## src/rtl/amul_pkg.sv

```systemverilog
`timescale 1ns/1ps
package amul_pkg;
  localparam int MAXP = 16;
  localparam int DW   = 6;
  typedef logic [MAXP*DW-1:0] depth_vec_t;

  // Default: pair k merges N-1-k columns.
  function automatic depth_vec_t default_depths(input int n);
    depth_vec_t v;
    v = '0;
    for (int k = 0; k < MAXP; k++) begin
      int d;
      d = (k < n/2) ? (n - 1 - k) : 0;
      v[k*DW +: DW] = d[DW-1:0];
    end
    return v;
  endfunction

  function automatic int eff_depth(input int n, input depth_vec_t dv, input int k);
    int d;
    d = int'(dv[k*DW +: DW]);
    return (d > n - 1) ? (n - 1) : d;
  endfunction

  function automatic bit has_main(input int n, input int k, input int c);
    return (c >= 2*k) && (c <= 2*k + n - 1);
  endfunction

  function automatic bit has_spill(input int n, input depth_vec_t dv, input int k, input int c);
    int l;
    l = eff_depth(n, dv, k);
    return (c == 2*k + n) || ((c >= 2*k + l + 1) && (c <= 2*k + n - 1));
  endfunction

  // Number of surviving bits in column c from pairs below k.
  function automatic int src_before(input int n, input depth_vec_t dv, input int c, input int k);
    int cnt;
    cnt = 0;
    for (int j = 0; j < k; j++) begin
      cnt += int'(has_main(n, j, c));
      cnt += int'(has_spill(n, dv, j, c));
    end
    return cnt;
  endfunction

  function automatic int slot_main(input int n, input depth_vec_t dv, input int c, input int k);
    return src_before(n, dv, c, k);
  endfunction

  function automatic int slot_spill(input int n, input depth_vec_t dv, input int c, input int k);
    return src_before(n, dv, c, k) + int'(has_main(n, k, c));
  endfunction

  function automatic int col_count(input int n, input depth_vec_t dv, input int c);
    return src_before(n, dv, c, n/2);
  endfunction

  function automatic int col_height(input int n, input depth_vec_t dv);
    int h;
    h = 1;
    for (int c = 0; c < 2*n; c++) begin
      if (col_count(n, dv, c) > h) h = col_count(n, dv, c);
    end
    return h;
  endfunction

  // Largest possible shortfall: every merged column collides once.
  function automatic logic [127:0] err_bound(input int n, input depth_vec_t dv);
    logic [127:0] s;
    s = '0;
    for (int k = 0; k < n/2; k++) begin
      for (int c = 2*k + 1; c <= 2*k + eff_depth(n, dv, k); c++) begin
        s += (128'(1) << c);
      end
    end
    return s;
  endfunction
endpackage

```

## src/rtl/amul_pair_merge.sv

```systemverilog
`timescale 1ns/1ps
// Forms two partial-product rows and ORs their low overlapping columns.
module amul_pair_merge #(
  parameter int N = 16,
  parameter int K = 0,
  parameter int L = 15
) (
  input  logic [N-1:0]   a,
  input  logic           b_lo,
  input  logic           b_hi,
  output logic [2*N-1:0] main_row,
  output logic [2*N-1:0] spill_row
);
  localparam int W = 2 * N;

  for (genvar c = 0; c < W; c++) begin : g_col
    logic r0, r1;
    if (c >= 2*K && c <= 2*K + N - 1) begin : g_r0
      assign r0 = a[c-2*K] & b_lo;
    end else begin : g_r0z
      assign r0 = 1'b0;
    end
    if (c >= 2*K + 1 && c <= 2*K + N) begin : g_r1
      assign r1 = a[c-2*K-1] & b_hi;
    end else begin : g_r1z
      assign r1 = 1'b0;
    end
    if (c >= 2*K + 1 && c <= 2*K + L) begin : g_merge
      assign main_row[c]  = r0 | r1;
      assign spill_row[c] = 1'b0;
    end else begin : g_pass
      assign main_row[c]  = r0;
      assign spill_row[c] = r1;
    end
  end
endmodule

```

## src/rtl/amul_rca.sv

```systemverilog
`timescale 1ns/1ps
// Exact ripple-carry adder, carry out dropped (sum fits by construction).
module amul_rca #(
  parameter int W = 32
) (
  input  logic [W-1:0] a,
  input  logic [W-1:0] b,
  output logic [W-1:0] sum
);
  logic [W-1:0] cy;
  assign cy[0] = 1'b0;

  for (genvar i = 0; i < W; i++) begin : g_fa
    assign sum[i] = a[i] ^ b[i] ^ cy[i];
    if (i < W - 1) begin : g_cy
      assign cy[i+1] = (a[i] & b[i]) | (cy[i] & (a[i] ^ b[i]));
    end
  end
endmodule

```

## src/rtl/amul_rst_sync.sv

```systemverilog
`timescale 1ns/1ps
// Asynchronous assert, synchronous release.
module amul_rst_sync (
  input  logic clk,
  input  logic rst_n_in,
  output logic rst_n_out
);
  logic stage_q;
  logic out_q;

  always_ff @(posedge clk or negedge rst_n_in) begin
    if (!rst_n_in) begin
      stage_q <= 1'b0;
      out_q   <= 1'b0;
    end else begin
      stage_q <= 1'b1;
      out_q   <= stage_q;
    end
  end

  assign rst_n_out = out_q;
endmodule

```

## src/rtl/amul_orclust_top.sv

```systemverilog
`timescale 1ns/1ps
module amul_orclust_top #(
  parameter int                  N       = 16,
  parameter bit                  REG_OUT = 1'b1,
  parameter amul_pkg::depth_vec_t DEPTHS = amul_pkg::default_depths(N)
) (
  input  logic           clk,
  input  logic           rst_n,
  input  logic [N-1:0]   op_a,
  input  logic [N-1:0]   op_b,
  output logic [2*N-1:0] prod
);
  localparam int NP = N / 2;
  localparam int W  = 2 * N;
  localparam int H  = amul_pkg::col_height(N, DEPTHS);

  logic [NP-1:0][W-1:0] m_rows;
  logic [NP-1:0][W-1:0] x_rows;
  logic [W*H-1:0]       grid;
  logic [W-1:0]         rows [H];
  logic [W-1:0]         acc  [H];
  logic [W-1:0]         prod_d;
  logic                 unused_rows;

  // Row pairs with OR merge
  for (genvar k = 0; k < NP; k++) begin : g_pair
    amul_pair_merge #(
      .N (N),
      .K (k),
      .L (amul_pkg::eff_depth(N, DEPTHS, k))
    ) u_pair (
      .a         (op_a),
      .b_lo      (op_b[2*k]),
      .b_hi      (op_b[2*k+1]),
      .main_row  (m_rows[k]),
      .spill_row (x_rows[k])
    );
  end

  // Regroup surviving bits by column weight into H rows
  for (genvar c = 0; c < W; c++) begin : g_col
    for (genvar k = 0; k < NP; k++) begin : g_src
      if (amul_pkg::has_main(N, k, c)) begin : g_m
        assign grid[c*H + amul_pkg::slot_main(N, DEPTHS, c, k)] = m_rows[k][c];
      end
      if (amul_pkg::has_spill(N, DEPTHS, k, c)) begin : g_x
        assign grid[c*H + amul_pkg::slot_spill(N, DEPTHS, c, k)] = x_rows[k][c];
      end
    end
    for (genvar s = 0; s < H; s++) begin : g_fill
      if (s >= amul_pkg::col_count(N, DEPTHS, c)) begin : g_z
        assign grid[c*H + s] = 1'b0;
      end
    end
  end

  always_comb begin
    for (int r = 0; r < H; r++) begin
      for (int c = 0; c < W; c++) begin
        rows[r][c] = grid[c*H + r];
      end
    end
  end

  // Exact accumulation
  assign acc[0] = rows[0];
  for (genvar r = 1; r < H; r++) begin : g_acc
    amul_rca #(.W(W)) u_add (
      .a   (acc[r-1]),
      .b   (rows[r]),
      .sum (acc[r])
    );
  end

  always_comb prod_d = acc[H-1];

  assign unused_rows = ^{m_rows, x_rows};

  // Optional output stage
  if (REG_OUT) begin : g_reg
    logic           rst_n_s;
    logic [W-1:0]   prod_q;

    amul_rst_sync u_rsync (
      .clk       (clk),
      .rst_n_in  (rst_n),
      .rst_n_out (rst_n_s)
    );

    always_ff @(posedge clk or negedge rst_n_s) begin
      if (!rst_n_s) prod_q <= '0;
      else          prod_q <= prod_d;
    end

    assign prod = prod_q;
  end else begin : g_comb
    logic unused_clkrst;
    assign unused_clkrst = clk ^ rst_n;
    assign prod = prod_d;
  end
endmodule


```

## config.mk

```make
export PLATFORM = sky130hd
export DESIGN_NAME = amul_orclust_top
export DESIGN_NICKNAME = d
export VERILOG_FILES = /design/src/rtl/amul_pkg.sv /design/src/rtl/amul_pair_merge.sv /design/src/rtl/amul_rca.sv /design/src/rtl/amul_rst_sync.sv /design/src/rtl/amul_orclust_top.sv
export SDC_FILE = /design/constraint.sdc
export NUM_CORES = 1
export LEC_CHECK = 0
export BUFFER_PORTS_ARGS = -buffer_cell sky130_fd_sc_hd__clkbuf_2
export CELL_PAD_IN_SITES_DETAIL_PLACEMENT = 0
export CELL_PAD_IN_SITES_GLOBAL_PLACEMENT = 1
export CORE_MARGIN = 2
export CORE_UTILIZATION = 45
export CTS_CLUSTER_DIAMETER = 120
export CTS_CLUSTER_SIZE = 40
export DETAILED_ROUTE_END_ITERATION = 16
export PLACE_DENSITY = 0.81
export SLEW_MARGIN = 10
export SYNTH_ARGS = -nofsm -noshare
export SYNTH_HDL_FRONTEND = slang
export SYNTH_SLANG_ARGS = --single-unit
```

## constraint.sdc

```tcl
create_clock -name clk -period 1.2 [get_ports clk]
set_input_delay 0.12 -clock clk [delete_from_list [all_inputs] [get_ports clk]]
set_output_delay 0.12 -clock clk [all_outputs]
set_load 0.02 [all_outputs]
```

==> results by group <==
Clock network
  – CTS clk-pin slew, worst paths: 0.06 ns
  – CTS root buffer: clkbuf_16
  – CTS sink cnt: 34
  – Total CTS buffers: 5
  – Bufs on Longest Clock Path: 2
  – CTS tree: yes
  – Clock Latency Late Sink: 0.29 ns
  – CTS H-Tree Depth: 2

Die
  – Row cnt: 40
  – DIE HEIGHT: 115 microns
  – CORE AREA: 12000 sq um
  – Initial core utilization: 46.2%
  – Io pins: 66
  – Die width: 115 microns
  – Die area: 13200 sq um

Status
  – Violated checks: negative setup slack
  – Run status: complete, but fails checks

Worst setup path
  – WS Path Type: in -> reg
  – Crit start category: input pin
  – CP most frequent cell: fa_2
  – Worst Path Buf+Inv: 9
  – Critical path's top delay family: adder cells
  – Maximum fanout along the worst path: 3
  – Cell type of the slowest stage on the worst timing path: fa_2
  – Critical path required time: 1.37 ns
  – CP endpoint kind: register
  – Crit path DAT: 12.49 ns
  – Slowest stage delay, CP: 0.54 ns

Logic synthesis
  – Seq/Total Area, Yosys: 15.3%
  – Mapped Cells: 499
  – Post-Syn Area: 5550 sq um
  – Post-synthesis cell type count: 18
  – Synth Register Bits: 34
  – Synth Area per Inst: 11.1 sq um
  – Synth warn: 0
  – Syn Nets: 691

Placement
  – RD Place Congestion: 0.772
  – Post-placement setup slack: -12.00 ns
  – Hpwl dp: 9790 microns
  – IO Port Bufs: 65

STA
  – Fin. max-slew vios: 0
  – Final setup margin: -11.12 ns
  – Fmax: 81.2 MHz
  – Final period util: 1030%
  – Final setup fails: 28
  – Hold slack: 0.0650 ns
  – Hold Fails Final Rpt: 0
  – Tmin final: 12.32 ns
  – Clock skew: 0.00608 ns
  – RSZ-0062 raised after global routing: true

Routing
  – Final antenna-violating net count: 0
  – Final WL: 11800 microns
  – Wirelength per Cell: 16.2 microns
  – First drt pass iteration count: 5
  – Via density: 5.30
  – # DRC: 0
  – Initial DRC count: 175
  – Via count: 3862

GRT
  – First-pass GRT wire length: 20500 microns
  – GRT Overall Usage: 19.6%
  – Gr ovfl total: 0
  – Vias in the first global route: 4339
  – Initial antenna violation count: 0
  – Largest net degree at the start of global routing: 33

Cells and area
  – Final #Nets: 772
  – Fillcell total: 1003
  – Area delta synth->final: 26.8%
  – Inserted Diodes: 0
  – Layout cells sized above 1: 54.4%

Hold path
  – Class of the tightest hold or removal check: in -> reg

Run
  – Maxcap violations: 0
cells in the mapped netlist:
cell type / instances / area (sq um)
fa_1: 127 / 2540
inv_1: 85 / 319
a22oi_1: 68 / 510
and2_1: 42 / 263
dfrtp_1: 34 / 851
nand2_1: 33 / 124
ha_1: 31 / 388
buf_2: 26 / 130
a22o_1: 24 / 210
clkbuf_2: 7 / 35.0
clkbuf_1: 6 / 22.5
buf_4: 4 / 30.0
xnor2_1: 3 / 26.3
xor2_1: 3 / 26.3
nor2_1: 2 / 7.51
xnor3_1: 2 / 45.0
conb_1: 1 / 3.75
xnor2_2: 1 / 16.3
cell type report:
cell class / instances / area [sq um] / area share (%)
inverters: 85 / 319 / 4.53
clock buffers: 6 / 139 / 1.97
well taps: 147 / 184 / 2.61
repair buffers: 117 / 778 / 11.1
flip-flops and latches: 34 / 851 / 12.1
clock inverters: 2 / 12.5 / 0.178
multi-input cells: 337 / 4750 / 67.5
what timing repair did:
item                                    4_1_cts  5_1_grt
buffers inserted                              2        0
endpoints found under the setup margin       28       28
resized for setup                            50       30
hold buffers                                  1        0
pin swaps                                    41       15
endpoints found under the hold margin         2        0
final timing paths:
path / start / endpoint / slack [ns] / cells past startpoint
setup / recovery: op_a[2] / prod[31] / -11.12 / 47
hold / removal: op_b[0] / prod[0] / 0.07 / 2
setup reg to reg: g_reg.u_rsync.rst_n_out / prod[9] / 0.63 / 1
hold reg to reg: g_reg.u_rsync.rst_n_out / prod[31] / 0.27 / 1
max in group asynchronous: g_reg.u_rsync.rst_n_out / prod[9] / 0.63 / 1
min in group asynchronous: rst_n / g_reg.u_rsync.rst_n_out / 0.15 / 2
cell usage in the layout, fill, tap and decap left out:
cell type,instances
fa_2,112
inv_2,52
dfrtp_1,34
clkinvlp_4,1
xor2_1,2
clkinv_2,1
xor2_2,1
buf_4,51
a22oi_1,68
fa_1,15
clkbuf_8,1
a22o_1,23
buf_2,1
nor2_2,1
inv_1,33
nor2_1,1
clkbuf_2,58
xnor2_1,3
nand2_1,33
ha_1,8
and2_1,41
a22o_4,1
conb_1,1
clkbuf_16,5
and2_4,1
dlygate4sd3_1,1
buf_8,6
ha_4,23
xnor2_2,1
xnor3_1,2
state kept, by name (all words and copies together), names as in the netlist:
signal                   cells
g_reg.u_rsync.rst_n_out      1
g_reg.u_rsync.stage_q        1
prod                        32
cells by family (layout without fill, tap and decap cells):
logic type / count (synthesis) / after routing / synth area share, %
compound gates: 92 / 92 / 13.0
xor+xnor: 9 / 9 / 2.05
fa+ha+maj: 158 / 158 / 52.8
buf+inv: 128 / 210 / 9.67
flops: 34 / 34 / 15.3
other cells: 1 / 1 / 0.0676
simple gates: 77 / 77 / 7.10
through the flow:
| stage | setup TNS, ns | util [%] | instance area [sq um] | std cells |
|---|---|---|---|---|
| finish | -194.54 | 58.6 | 7040 | 728 |
| global route | -199.11 | 58.6 | 7040 | 728 |
| CTS | -198.26 | 57.9 | 6950 | 728 |
| detailed placement | -211.04 | 54.5 | 6550 | 717 |
| global placement | -207.81 | 54.5 | 6550 | 717 |
| floorplan | -207.23 | - | 5900 | 499 |
routing by layer:
layer	routed length, microns	GRT usage [%]
met5	0	0
met4	259	6.27
met3	305	2.32
met2	6480	36.5
met1	4780	23.7
Power is not shown: default switching activity piles up to over one toggle a cycle in this logic, so the estimate is an artifact.
